==> src/rtl/aperture_remap_pkg.sv <==
package aperture_remap_pkg;
  localparam int ADDR_W      = 32;
  localparam int PAGE_OFFS_W = 12;
  localparam int VPN_W       = ADDR_W - PAGE_OFFS_W;
  localparam int PPN_W       = 20;
  localparam int PHYS_W      = PPN_W + PAGE_OFFS_W;
  localparam int N_CLASS     = 3;

  typedef enum logic [1:0] {
    CLS_HOST = 2'd0,
    CLS_GFX  = 2'd1,
    CLS_PCI  = 2'd2,
    CLS_RSVD = 2'd3
  } req_class_e;

  function automatic logic [VPN_W-1:0] page_of(input logic [ADDR_W-1:0] a);
    return a[ADDR_W-1:PAGE_OFFS_W];
  endfunction

  function automatic logic [PHYS_W-1:0] join_page(input logic [PPN_W-1:0] p,
                                                  input logic [ADDR_W-1:0] a);
    return {p, a[PAGE_OFFS_W-1:0]};
  endfunction

  function automatic logic [PHYS_W-1:0] pass_addr(input logic [ADDR_W-1:0] a);
    return PHYS_W'(a);
  endfunction

  function automatic logic xlate_on(input logic [1:0] cls, input logic [N_CLASS-1:0] en);
    logic r;
    case (cls)
      CLS_HOST: r = en[0];
      CLS_GFX:  r = en[1];
      CLS_PCI:  r = en[2];
      default:  r = 1'b0;
    endcase
    return r;
  endfunction
endpackage

==> src/rtl/arm_entry_array.sv <==
module arm_entry_array
  import aperture_remap_pkg::*;
#(
  parameter int ENTRIES = 16,
  localparam int IDX_W  = $clog2(ENTRIES)
) (
  input  logic               clk,
  input  logic               rst_n,
  input  logic               flush,
  input  logic [VPN_W-1:0]   lk_vpn,
  input  logic               fill_en,
  input  logic [IDX_W-1:0]   fill_idx,
  input  logic [VPN_W-1:0]   fill_vpn,
  input  logic [PPN_W-1:0]   fill_ppn,
  output logic [ENTRIES-1:0] match_vec,
  output logic [ENTRIES-1:0] valid_vec,
  output logic               hit,
  output logic [IDX_W-1:0]   hit_idx,
  output logic [PPN_W-1:0]   hit_ppn
);
  logic [ENTRIES-1:0] valid_q;
  logic [VPN_W-1:0]   vpn_q [ENTRIES];
  logic [PPN_W-1:0]   ppn_q [ENTRIES];

  always_ff @(posedge clk or negedge rst_n) begin
    if (!rst_n) begin
      valid_q <= '0;
      for (int i = 0; i < ENTRIES; i++) begin
        vpn_q[i] <= '0;
        ppn_q[i] <= '0;
      end
    end else if (flush) begin
      valid_q <= '0;
    end else if (fill_en) begin
      valid_q[fill_idx] <= 1'b1;
      vpn_q[fill_idx]   <= fill_vpn;
      ppn_q[fill_idx]   <= fill_ppn;
    end
  end

  for (genvar g = 0; g < ENTRIES; g++) begin : g_cmp
    assign match_vec[g] = valid_q[g] && (vpn_q[g] == lk_vpn);
  end

  always_comb begin
    hit_idx = '0;
    hit_ppn = '0;
    for (int i = 0; i < ENTRIES; i++) begin
      if (match_vec[i]) begin
        hit_idx = hit_idx | IDX_W'(i);
        hit_ppn = hit_ppn | ppn_q[i];
      end
    end
  end

  assign hit       = |match_vec;
  assign valid_vec = valid_q;

  // a page never lives in two entries
  a_r4_single_match: assert property (@(posedge clk) disable iff (!rst_n)
    $onehot0(match_vec));
  // a fill leaves its entry valid
  a_r4_fill_valid: assert property (@(posedge clk) disable iff (!rst_n)
    fill_en && !flush |=> valid_vec[$past(fill_idx)]);
  // flush empties the array
  a_r9_flush_clears: assert property (@(posedge clk) disable iff (!rst_n)
    flush |=> valid_vec == '0);
endmodule

==> src/rtl/arm_age_lru.sv <==
module arm_age_lru #(
  parameter int ENTRIES = 16,
  localparam int IDX_W  = $clog2(ENTRIES)
) (
  input  logic               clk,
  input  logic               rst_n,
  input  logic               touch_en,
  input  logic [IDX_W-1:0]   touch_idx,
  input  logic [ENTRIES-1:0] valid_vec,
  output logic [IDX_W-1:0]   victim_idx
);
  localparam logic [IDX_W-1:0] AGE_MAX = IDX_W'(ENTRIES - 1);

  logic [IDX_W-1:0]   age_q [ENTRIES];
  logic [IDX_W-1:0]   touched_age;
  logic [ENTRIES-1:0] oldest_vec;
  logic [ENTRIES-1:0] mru_vec;
  logic [IDX_W-1:0]   free_idx;
  logic [IDX_W-1:0]   old_idx;

  assign touched_age = age_q[touch_idx];

  // ages form a permutation; touching moves one entry to 0 and ages the younger ones
  always_ff @(posedge clk or negedge rst_n) begin
    if (!rst_n) begin
      for (int i = 0; i < ENTRIES; i++) age_q[i] <= IDX_W'(i);
    end else if (touch_en) begin
      for (int i = 0; i < ENTRIES; i++) begin
        if (IDX_W'(i) == touch_idx)     age_q[i] <= '0;
        else if (age_q[i] < touched_age) age_q[i] <= age_q[i] + 1'b1;
      end
    end
  end

  for (genvar g = 0; g < ENTRIES; g++) begin : g_age
    assign oldest_vec[g] = (age_q[g] == AGE_MAX);
    assign mru_vec[g]    = (age_q[g] == '0);
  end

  always_comb begin
    free_idx = '0;
    old_idx  = '0;
    for (int i = ENTRIES - 1; i >= 0; i--) begin
      if (!valid_vec[i]) free_idx = IDX_W'(i);
      if (oldest_vec[i]) old_idx  = IDX_W'(i);
    end
    victim_idx = (&valid_vec) ? old_idx : free_idx;
  end

  // exactly one entry is the least recently used
  a_r8_single_oldest: assert property (@(posedge clk) disable iff (!rst_n)
    $countones(oldest_vec) == 1);
  // a touched entry becomes most recently used
  a_r8_touch_mru: assert property (@(posedge clk) disable iff (!rst_n)
    touch_en |=> mru_vec[$past(touch_idx)]);
endmodule

==> src/rtl/arm_walk_seq.sv <==
module arm_walk_seq
  import aperture_remap_pkg::*;
(
  input  logic             clk,
  input  logic             rst_n,
  input  logic             start,
  input  logic [VPN_W-1:0] start_vpn,
  input  logic             flush,
  input  logic             walk_ack,
  output logic             busy,
  output logic             walk_req,
  output logic [VPN_W-1:0] walk_vpn,
  output logic             fill_go
);
  logic             busy_q;
  logic             cancel_q;
  logic [VPN_W-1:0] vpn_q;

  always_ff @(posedge clk or negedge rst_n) begin
    if (!rst_n) begin
      busy_q   <= 1'b0;
      cancel_q <= 1'b0;
      vpn_q    <= '0;
    end else if (!busy_q) begin
      if (start) begin
        busy_q   <= 1'b1;
        cancel_q <= 1'b0;
        vpn_q    <= start_vpn;
      end
    end else begin
      if (walk_ack) busy_q   <= 1'b0;
      if (flush)    cancel_q <= 1'b1;
    end
  end

  assign busy     = busy_q;
  assign walk_req = busy_q;
  assign walk_vpn = vpn_q;
  assign fill_go  = busy_q && walk_ack && !cancel_q && !flush;

  // the request stays up until acknowledged
  a_r3_hold_req: assert property (@(posedge clk) disable iff (!rst_n)
    walk_req && !walk_ack |=> walk_req);
  // the page number is steady while the request is up
  a_r3_vpn_stable: assert property (@(posedge clk) disable iff (!rst_n)
    walk_req && $past(walk_req) |-> $stable(walk_vpn));
endmodule

==> src/rtl/aperture_remap_tlb.sv <==
module aperture_remap_tlb
  import aperture_remap_pkg::*;
#(
  parameter int ENTRIES = 16,
  localparam int IDX_W  = $clog2(ENTRIES)
) (
  input  logic               clk,
  input  logic               rst_n,
  input  logic [N_CLASS-1:0] xlate_en,
  input  logic               flush,
  input  logic               req_valid,
  output logic               req_ready,
  input  logic [1:0]         req_class,
  input  logic [ADDR_W-1:0]  req_vaddr,
  output logic               rsp_valid,
  output logic               rsp_hit,
  output logic [PHYS_W-1:0]  rsp_paddr,
  output logic               walk_req,
  output logic [VPN_W-1:0]   walk_vpn,
  input  logic               walk_ack,
  input  logic [PPN_W-1:0]   walk_ppn
);
  logic               busy;
  logic               fill_go;
  logic               accept;
  logic               bypass;
  logic               lk_hit;
  logic [IDX_W-1:0]   hit_idx;
  logic [PPN_W-1:0]   hit_ppn;
  logic [ENTRIES-1:0] match_vec;
  logic [ENTRIES-1:0] valid_vec;
  logic [IDX_W-1:0]   victim_idx;
  logic               miss_start;
  logic               touch_en;
  logic [IDX_W-1:0]   touch_idx;
  logic               rsp_valid_q;
  logic               rsp_hit_q;
  logic [PHYS_W-1:0]  rsp_paddr_q;

  assign req_ready  = !busy && !flush;
  assign accept     = req_valid && req_ready;
  assign bypass     = !xlate_on(req_class, xlate_en);
  assign miss_start = accept && !bypass && !lk_hit;
  assign touch_en   = (accept && !bypass && lk_hit) || fill_go;
  assign touch_idx  = fill_go ? victim_idx : hit_idx;

  arm_entry_array #(.ENTRIES(ENTRIES)) u_array (
    .clk(clk), .rst_n(rst_n), .flush(flush),
    .lk_vpn(page_of(req_vaddr)),
    .fill_en(fill_go), .fill_idx(victim_idx),
    .fill_vpn(walk_vpn), .fill_ppn(walk_ppn),
    .match_vec(match_vec), .valid_vec(valid_vec),
    .hit(lk_hit), .hit_idx(hit_idx), .hit_ppn(hit_ppn)
  );

  arm_age_lru #(.ENTRIES(ENTRIES)) u_lru (
    .clk(clk), .rst_n(rst_n),
    .touch_en(touch_en), .touch_idx(touch_idx),
    .valid_vec(valid_vec), .victim_idx(victim_idx)
  );

  arm_walk_seq u_walk (
    .clk(clk), .rst_n(rst_n),
    .start(miss_start), .start_vpn(page_of(req_vaddr)),
    .flush(flush), .walk_ack(walk_ack),
    .busy(busy), .walk_req(walk_req), .walk_vpn(walk_vpn),
    .fill_go(fill_go)
  );

  always_ff @(posedge clk or negedge rst_n) begin
    if (!rst_n) begin
      rsp_valid_q <= 1'b0;
      rsp_hit_q   <= 1'b0;
      rsp_paddr_q <= '0;
    end else begin
      rsp_valid_q <= accept;
      if (accept) begin
        rsp_hit_q <= bypass || lk_hit;
        if (bypass)      rsp_paddr_q <= pass_addr(req_vaddr);
        else if (lk_hit) rsp_paddr_q <= join_page(hit_ppn, req_vaddr);
        else             rsp_paddr_q <= '0;
      end
    end
  end

  assign rsp_valid = rsp_valid_q;
  assign rsp_hit   = rsp_hit_q;
  assign rsp_paddr = rsp_paddr_q;

  // every accepted lookup is answered next cycle
  a_r2_answer: assert property (@(posedge clk) disable iff (!rst_n)
    req_valid && req_ready |=> rsp_valid);
  // no lookup accepted while a fetch is outstanding
  a_r5_stall: assert property (@(posedge clk) disable iff (!rst_n)
    walk_req |-> !req_ready);
  // an untranslated lookup returns its own address
  a_r6_passthru: assert property (@(posedge clk) disable iff (!rst_n)
    req_valid && req_ready && !xlate_on(req_class, xlate_en)
    |=> rsp_hit && rsp_paddr == pass_addr($past(req_vaddr)) && !walk_req);
  // a translated miss starts a fetch of its page
  a_r3_miss_fetch: assert property (@(posedge clk) disable iff (!rst_n)
    miss_start |=> walk_req && !rsp_hit && walk_vpn == page_of($past(req_vaddr)));
endmodule

==> config.mk <==
export PLATFORM = sky130hd
export DESIGN_NAME = aperture_remap_tlb
export DESIGN_NICKNAME = d
export VERILOG_FILES = /design/src/rtl/aperture_remap_pkg.sv /design/src/rtl/arm_entry_array.sv /design/src/rtl/arm_age_lru.sv /design/src/rtl/arm_walk_seq.sv /design/src/rtl/aperture_remap_tlb.sv
export SDC_FILE = /design/constraint.sdc
export NUM_CORES = 2
export LEC_CHECK = 0
export BUFFER_PORTS_ARGS = -buffer_cell sky130_fd_sc_hd__buf_2
export CAP_MARGIN = 15
export CORE_ASPECT_RATIO = 1.4
export CORE_MARGIN = 2
export CORE_UTILIZATION = 45
export DETAILED_ROUTE_END_ITERATION = 7
export PLACE_DENSITY = 0.66
export REMOVE_ABC_BUFFERS = 1
export SYNTH_ARGS = -nofsm -noshare
export SYNTH_HDL_FRONTEND = slang
export SYNTH_SLANG_ARGS = --single-unit
==> constraint.sdc <==
create_clock -name clk -period 12.17 [get_ports clk]
set_clock_uncertainty 0.05 [all_clocks]
set_input_delay 0.6085 -clock clk [delete_from_list [all_inputs] [get_ports clk]]
set_output_delay 0.6085 -clock clk [all_outputs]
set_load 0.05 [all_outputs]
=== Word-level counts from Yosys, hierarchy flattened ===
Cells that the tools add are included.

* Memories: 0
* Logic and storage cells: 353
* Latch bits: 0
* RAM bits: 0
* Register bits: 776
* ROM bits: 0
* Output and inout port bits: 56

* Shift operators: 0
* Muxes and demuxes: 117
* Equality and inequality tests: 50
* Add/subtract/negate cells: 16
* Reduce and logical (&&, ||, !) cells: 74
* Divide/modulo/power cells: 0
* Multipliers: 0
* Bitwise logic cells: 20
* $lt $le $gt $ge: 21

{| class="wikitable"
|+ Operators with widths
! kind !! count
|-
| $bwmux W320 || 2
|-
| $mux W20 || 17
|-
| $eq A20 B20 Y1 || 16
|-
| $mux W4 || 76
|-
| $or A20 B20 Y20 || 15
|-
| $demux W20 S4 || 1
|-
| $add A4 B1 Y4 const B || 16
|-
| $eq A4 B4 Y1 const B || 16
|-
| $lt A4 B4 Y1 || 16
|-
| $mux W32 || 2
|-
| $reduce_and A2 Y1 || 19
|-
| $reduce_bool A2 Y1 || 18
|-
| $eq A4 B4 Y1 const A || 8
|-
| $mux W16 || 2
|-
| $logic_and A1 B1 Y1 || 26
|-
| $bmux W4 S4 || 1
|-
| $eq A3 B4 Y1 const A || 4
|-
| $or A16 B16 Y16 || 1
|-
| $reduce_and A16 Y1 || 1
|-
| $reduce_or A16 Y1 || 1
|-
| $mux W3 || 4
|-
| $ge A5 B5 Y1 const B || 2
|-
| $not A4 Y5 || 2
|-
| $eq A2 B4 Y1 const A || 2
|-
| other kinds (16) || 30
|}

=== Longest topological paths before layout ===
* Word-level depth: 35
* Depth in mapped cells: 24
* Gate-level depth less buffers: 21

=== Cells and area by module ===
Synthesis repeated with hierarchy kept, for this count alone.

* Cell total of the unflattened synthesis: 3,279
* Area, all modules: 39,384.0 um^2

{| class="wikitable"
|+ Modules (own cells, without submodules)
! module !! sequential area each (um^2) !! cells each !! area each (um^2) !! instances
|-
| arm_entry_array || 16,415.7 || 2,443 || 31,151.1 || 1
|-
| arm_age_lru || 1,641.6 || 604 || 5,685.5 || 1
|-
| aperture_remap_tlb || 850.8 || 179 || 1,622.8 || 1
|-
| arm_walk_seq || 550.5 || 53 || 924.6 || 1
|}

=== Worst setup path after synthesis ===
OpenSTA, ideal clock, no wires.

* Kind: input-to-reg
* From: input req_vaddr[27]
* To: register u_lru.age_q[47] in the netlist's numbering
* Setup slack: 6.101 ns
* Setup time: 0.128 ns
* Data required time: 11.992 ns
* Buffers on the path: 5
* Data arrival time: 5.891 ns
* Stages: 22
* Path through: buf_4 -> buf_4 -> xor2_1 -> nor4_1 -> and4_4 -> or4_1 -> or3_1 -> mux2_2 -> buf_2 -> buf_1 -> clkbuf_1 -> o211ai_1 -> o21ai_0 -> o21ai_0 -> ha_1 -> a21o_1 -> a21oi_1 -> and3_1 -> nand3_1 -> and2_0 -> o21ai_0 -> o31ai_1

* Longest elaborated chain between the ends: 25

{| class="wikitable"
|+ RTL lines
! item !! line !! RTL
|-
| start: declaration || aperture_remap_tlb.sv:14 || <nowiki>input logic [ADDR_W-1:0] req_vaddr,</nowiki>
|-
| $eq A20 B20 Y1 || arm_entry_array.sv:42 || <nowiki>assign match_vec[g] = valid_q[g] && (vpn_q[g] == lk_vpn);</nowiki>
|-
| $logic_and A1 B1 Y1 || arm_entry_array.sv:42 ||
|-
| $mux W1 || arm_entry_array.sv:49 || <nowiki>if (match_vec[i]) begin</nowiki>
|-
| $mux W2 (2 in a row) || arm_entry_array.sv:49 ||
|-
| $mux W3 (4 in a row) || arm_entry_array.sv:49 ||
|-
| $mux W4 (8 in a row) || arm_entry_array.sv:49 ||
|-
| $mux W4 || aperture_remap_tlb.sv:45 || <nowiki>assign touch_idx = fill_go ? victim_idx : hit_idx;</nowiki>
|-
| $not A4 Y5 (implied by the code) || arm_age_lru.sv:21 || <nowiki>assign touched_age = age_q[touch_idx];</nowiki>
|-
| $bmux W4 S4 || arm_age_lru.sv:21 ||
|-
| $mux W4 (implied by the code) (2 in a row) || arm_age_lru.sv:21 ||
|-
| $lt A4 B4 Y1 || arm_age_lru.sv:30 || <nowiki>else if (age_q[i] < touched_age) age_q[i] <= age_q[i] + 1'b1;</nowiki>
|-
| $reduce_bool A2 Y1 (no source line) || n/a ||
|-
| $reduce_and A2 Y1 (no source line) || n/a ||
|-
| end signal: indexed assignment || arm_age_lru.sv:29 || <nowiki>if (IDX_W'(i) == touch_idx) age_q[i] <= '0;</nowiki>
|-
| end: declaration || arm_age_lru.sv:14 || <nowiki>logic [IDX_W-1:0] age_q [ENTRIES];</nowiki>
|}

Parallel ways exist; a longest one is shown, timed or not. The select of a mux whose other input is x is not followed.
A chain may end at the register's enable or synchronous reset.

=== Final worst setup path ===
* From: input req_vaddr[26]
* To: register u_lru.age_q[47] in the netlist's numbering

The elaborated chain is that of the path after synthesis.

==> out/summary.log <==
[status] run status finished, final reports clean
[sta] Slew HR 0.238
[synth] ys async rst share 1.00
[die] full die area 0.0873 mm²
[critical_path] WP data arrival 7.08 ns
[sta] setup violation total in the final timing report 0
[sta] final period demand of the worst path 6.60 ns
[detailed_routing] drt first pass iters 6
[global_routing] pin count of the biggest net entering global routing 164
[clock_tree] clock tree buffer depth 3
[clock_tree] # Post-CTS Setup Buffers 0
[clock_tree] number of buffers created by CTS 78
[detailed_routing] via/cell ratio 6.09
[critical_path] CP Buf/Inv Count 3
[critical_path] data required time at the worst endpoint 12.65 ns
[cells_and_area] layout-stage area growth over the synthesis result 11.3%
[detailed_routing] DRC errors left 0
[cells_and_area] final layout net count 3257
[pwr] pwr dens 154 mW/mm²
[global_routing] met1 Track Usage GR 0.326
[sta] Period Utilization, post-route 0.542
[clock_tree] quantity of gates resized following cts 0
[critical_path] Critical-path top delay cell o32a_1
[die] horizontal die dimension 250 µm
[die] Core Footprint 0.0842 mm²
[cells_and_area] fraction of layout instances using a drive strength above 1 0.327
[cells_and_area] area used by sequential logic in the layout 0.0195 mm²
[cells_and_area] count of fill cells added during filler insertion 7477
[clock_tree] clock latency on the worst-skew pair 0.66 ns
[global_routing] total track usage 0.258
[min_path] path category of the worst min-delay check primary input to async pin
[critical_path] category of the critical setup timing path primary input to flop
[synth] flip-flop cell with the highest count after synthesis dfrtp_1
[detailed_routing] number of nets with antenna violations after detailed routing 0
[pwr] leakage power 20.4 nW
[die] initial core utilization 0.454
[die] die outline height 349 µm
[placed_design] RePlAce Congestion 0.853
[synth] number of different library cells in the post-synthesis netlist 74
[synth] post-synthesis area per instance 12.4 µm²
[global_routing] met2 capacity usage during global routing 0.447
[sta] hold_ws 0.00840 ns
[synth] number of flops mapped to enable cells by yosys 0
[detailed_routing] via count 26000
[critical_path] element type at the critical path end flop
[cells_and_area] area of the multi-input gates 0.0177 mm²
[synth] Seq/Total Area, Yosys 0.509
[placed_design] count of buffers from port buffering 117
[synth] Syn Inst Count 3093
[synth] summed instance area of the synthesized netlist 0.0382 mm²
[sta] endpoints failing hold 0
[clock_tree] H-tree depth reported by CTS 3
[critical_path] Startpoint Class primary input
[clock_tree] TritonCTS clock tree done
[global_routing] number of global-route vias before repair 26300
[sta] Pins Over Slew Limit 0
[sta] maximum clock frequency 152 MHz
[sta] sum of negative setup slack 0 ns
[clock_tree] clk sinks 776
[die] FP Rows 126
[placed_design] detailed placement HPWL 67400 µm
[critical_path] Worst path max stage delay 0.91 ns
[global_routing] Top Usage Layer GRT met2
[detailed_routing] Wirelength per Cell 26.3 µm
[clock_tree] register clock-pin slew on the reported worst setup and hold paths 0.07 ns
[sta] unrepaired setup endpoints after global routing no
[clock_tree] count of hold buffers inserted by post-cts repair 0
[critical_path] Top Family by Delay on Critical Path compound AO/OA/AOI/OAI gates
[run] max-cap violation count 0
[die] I/O pin total 118
[pwr] Worst VDD drop 0.000154 V
[detailed_routing] total detailed-routing wirelength 112000 µm
[global_routing] remaining global-route overflow 0
[synth] post-synthesis sequential element count 776
[global_routing] number of antenna violations at the first check in global routing 5
[global_routing] routing usage on met3 0.0287
[clock_tree] clock tree root buffer cell clkbuf_16
[synth] count of yosys warnings during synthesis 0
[critical_path] largest fanout on the critical path 23
[pwr] total design power 6.54 mW
[sta] Worst Max-Slew Pin Slew 1.14 ns
[critical_path] CP cell instances buf_2 -> xor2_1 -> nor4_1 -> nand3_1 -> nor4_4 -> buf_4 -> or4_1 -> o32a_1 -> o211ai_1 -> o211ai_1 -> o21ai_0 -> o21ai_1 -> buf_4 -> ha_1 -> a21o_1 -> a21oi_1 -> and3_1 -> nand3_1 -> and2_0 -> o21ai_0 -> o31ai_1
[global_routing] wire length of the first global-routing pass 170000 µm
[detailed_routing] 1st-iter DRT viols 1779
==> cells in the final DEF, fill, tap and decap left out, types with 32 or more instances in the layout <==
| cell type | Yosys | final |
|---|---|---|
| dfstp_2 | 32 | 32 |
| a22oi_1 | 54 | 54 |
| clkbuf_16 | 0 | 83 |
| xnor2_1 | 146 | 146 |
| a21oi_1 | 47 | 47 |
| a21o_1 | 38 | 38 |
| nor2_1 | 56 | 56 |
| a211oi_1 | 32 | 32 |
| o21ai_0 | 145 | 144 |
| nor4_1 | 51 | 41 |
| dfrtp_1 | 744 | 744 |
| nand2_1 | 88 | 79 |
| and3_1 | 47 | 47 |
| a22o_1 | 65 | 65 |
| nand4_1 | 73 | 73 |
| xor2_1 | 174 | 174 |
| mux2_2 | 662 | 662 |
| nand3_1 | 61 | 61 |
| ha_1 | 64 | 64 |
| a221oi_1 | 56 | 56 |
| buf_2 | 6 | 116 |
| inv_1 | 37 | 37 |
| buf_4 | 26 | 57 |
==> cells in the mapped netlist, types with 4 or more instances <==
| cell type | n | area [µm²] |
|---|---|---|
| a2111oi_0 | 4 | 35.0 |
| a211o_1 | 15 | 131 |
| a211oi_1 | 32 | 240 |
| a21o_1 | 38 | 285 |
| a21oi_1 | 47 | 235 |
| a221oi_1 | 56 | 490 |
| a22o_1 | 65 | 569 |
| a22oi_1 | 54 | 405 |
| a31oi_1 | 5 | 31.3 |
| a32o_1 | 14 | 140 |
| a41o_1 | 4 | 40.0 |
| and2_1 | 16 | 100 |
| and3_1 | 47 | 294 |
| buf_1 | 49 | 184 |
| buf_2 | 6 | 30.0 |
| buf_4 | 26 | 195 |
| buf_6 | 16 | 180 |
| clkbuf_1 | 122 | 458 |
| dfrtp_1 | 744 | 18600 |
| dfstp_2 | 32 | 841 |
| ha_1 | 64 | 801 |
| inv_1 | 37 | 139 |
| mux2_2 | 662 | 7450 |
| mux2i_1 | 11 | 110 |
| nand2_1 | 88 | 330 |
| nand2b_1 | 20 | 125 |
| nand3_1 | 61 | 305 |
| nand4_1 | 73 | 457 |
| nor2_1 | 56 | 210 |
| nor2b_1 | 9 | 56.3 |
| nor3_1 | 8 | 40.0 |
| nor4_1 | 51 | 319 |
| nor4_2 | 6 | 75.1 |
| o211ai_1 | 21 | 158 |
| o21ai_0 | 145 | 726 |
| o31ai_1 | 7 | 52.6 |
| or2_2 | 5 | 31.3 |
| or3_1 | 5 | 31.3 |
| or4_1 | 6 | 45.0 |
| xnor2_1 | 146 | 1280 |
| xor2_1 | 174 | 1520 |
==> metrics by stage <==
| step | instance area [µm²] | setup slack [ns] | std cells | utilization |
|---|---|---|---|---|
| after floorplan | 37200 | 5.27 | 2874 | - |
| after global placement | 39800 | 5.04 | 4138 | 0.472 |
| after global routing | 42500 | 5.12 | 4275 | 0.505 |
| after CTS | 42500 | 5.60 | 4273 | 0.505 |
| after detailed placement | 39800 | 4.98 | 4138 | 0.472 |
| final | 42500 | 5.57 | 4275 | 0.505 |
==> cell type report <==
| cell class | instances | share of cell area |
|---|---|---|
| clock buffer | 111 | 0.0551 |
| multi-input combinational | 2061 | 0.417 |
| sequential | 776 | 0.458 |
| tap | 1088 | 0.0320 |
| antenna | 1 | 0.0000589 |
| clock inverter | 24 | 0.00962 |
| timing repair buffer | 177 | 0.0255 |
| inverter | 37 | 0.00327 |
==> path summary, 6_finish.rpt <==
path / startpoint / end / slack (ns) / cells after the start
min in group clk: req_vaddr[0] / rsp_paddr[0] / 0.12 / 2
max reg2reg: u_array.vpn_q[19] / u_lru.age_q[47] / 5.69 / 20
min: rst_n / u_walk.walk_vpn[1] / 0.008 / 1
min reg2reg: rsp_paddr[16] / rsp_paddr[16] / 0.44 / 2
max: req_vaddr[26] / u_lru.age_q[47] / 5.57 / 21
max in group asynchronous: rst_n / u_array.ppn_q[32] / 9.64 / 3
==> power by group <==
| group | switching, mW | internal [mW] |
|---|---|---|
| sequential | 0.242 | 2.73 |
| combinational | 0.617 | 0.345 |
| clock | 1.05 | 1.55 |
==> flip-flops by register name, indices dropped and copies added, names as in the netlist <==
name / cells
u_array.ppn_q: 320
u_array.vpn_q: 320
u_walk.busy: 1
u_array.valid_vec: 16
rsp_hit: 1
u_walk.cancel_q: 1
u_walk.walk_vpn: 20
rsp_paddr: 32
u_lru.age_q: 64
rsp_valid: 1
==> per-layer routing <==
| layer | part of all wire | vias up |
|---|---|---|
| li1 | - | 11400 |
| met1 | 0.41 | 13700 |
| met2 | 0.50 | 715 |
| met3 | 0.044 | 229 |
| met4 | 0.043 | 6 |
| met5 | 0.00032 | - |
==> logic make-up (layout without fill, tap and decap cells) <==
logic type,after synthesis,count (layout),synth area share
buffers and inverters,256,349,0.0310
AND/OR/NAND/NOR,468,468,0.0674
XOR/XNOR,320,320,0.0734
AO/OA/AOI/OAI,536,536,0.0999
adder cells (fa/ha/maj),64,64,0.0210
multiplexers,673,673,0.198
other,0,1,0
flip-flops,776,776,0.509
==> worst reg2reg max path: stages (launching register included) <==
cell      delay (ns)
dfrtp_1         0.40
xor2_1          0.16
nor4_1          0.31
nand3_1         0.26
nor4_4          0.71
buf_4           0.45
or4_1           0.23
o32a_1          0.91
o211ai_1        0.16
o211ai_1        0.13
o21ai_0         0.11
o21ai_1         0.65
buf_4           0.32
ha_1            0.27
a21o_1          0.16
a21oi_1         0.34
and3_1          0.24
nand3_1         0.10
and2_0          0.16
o21ai_0         0.15
o31ai_1         0.09
No activity file was read; power rests on OpenSTA's default activity.
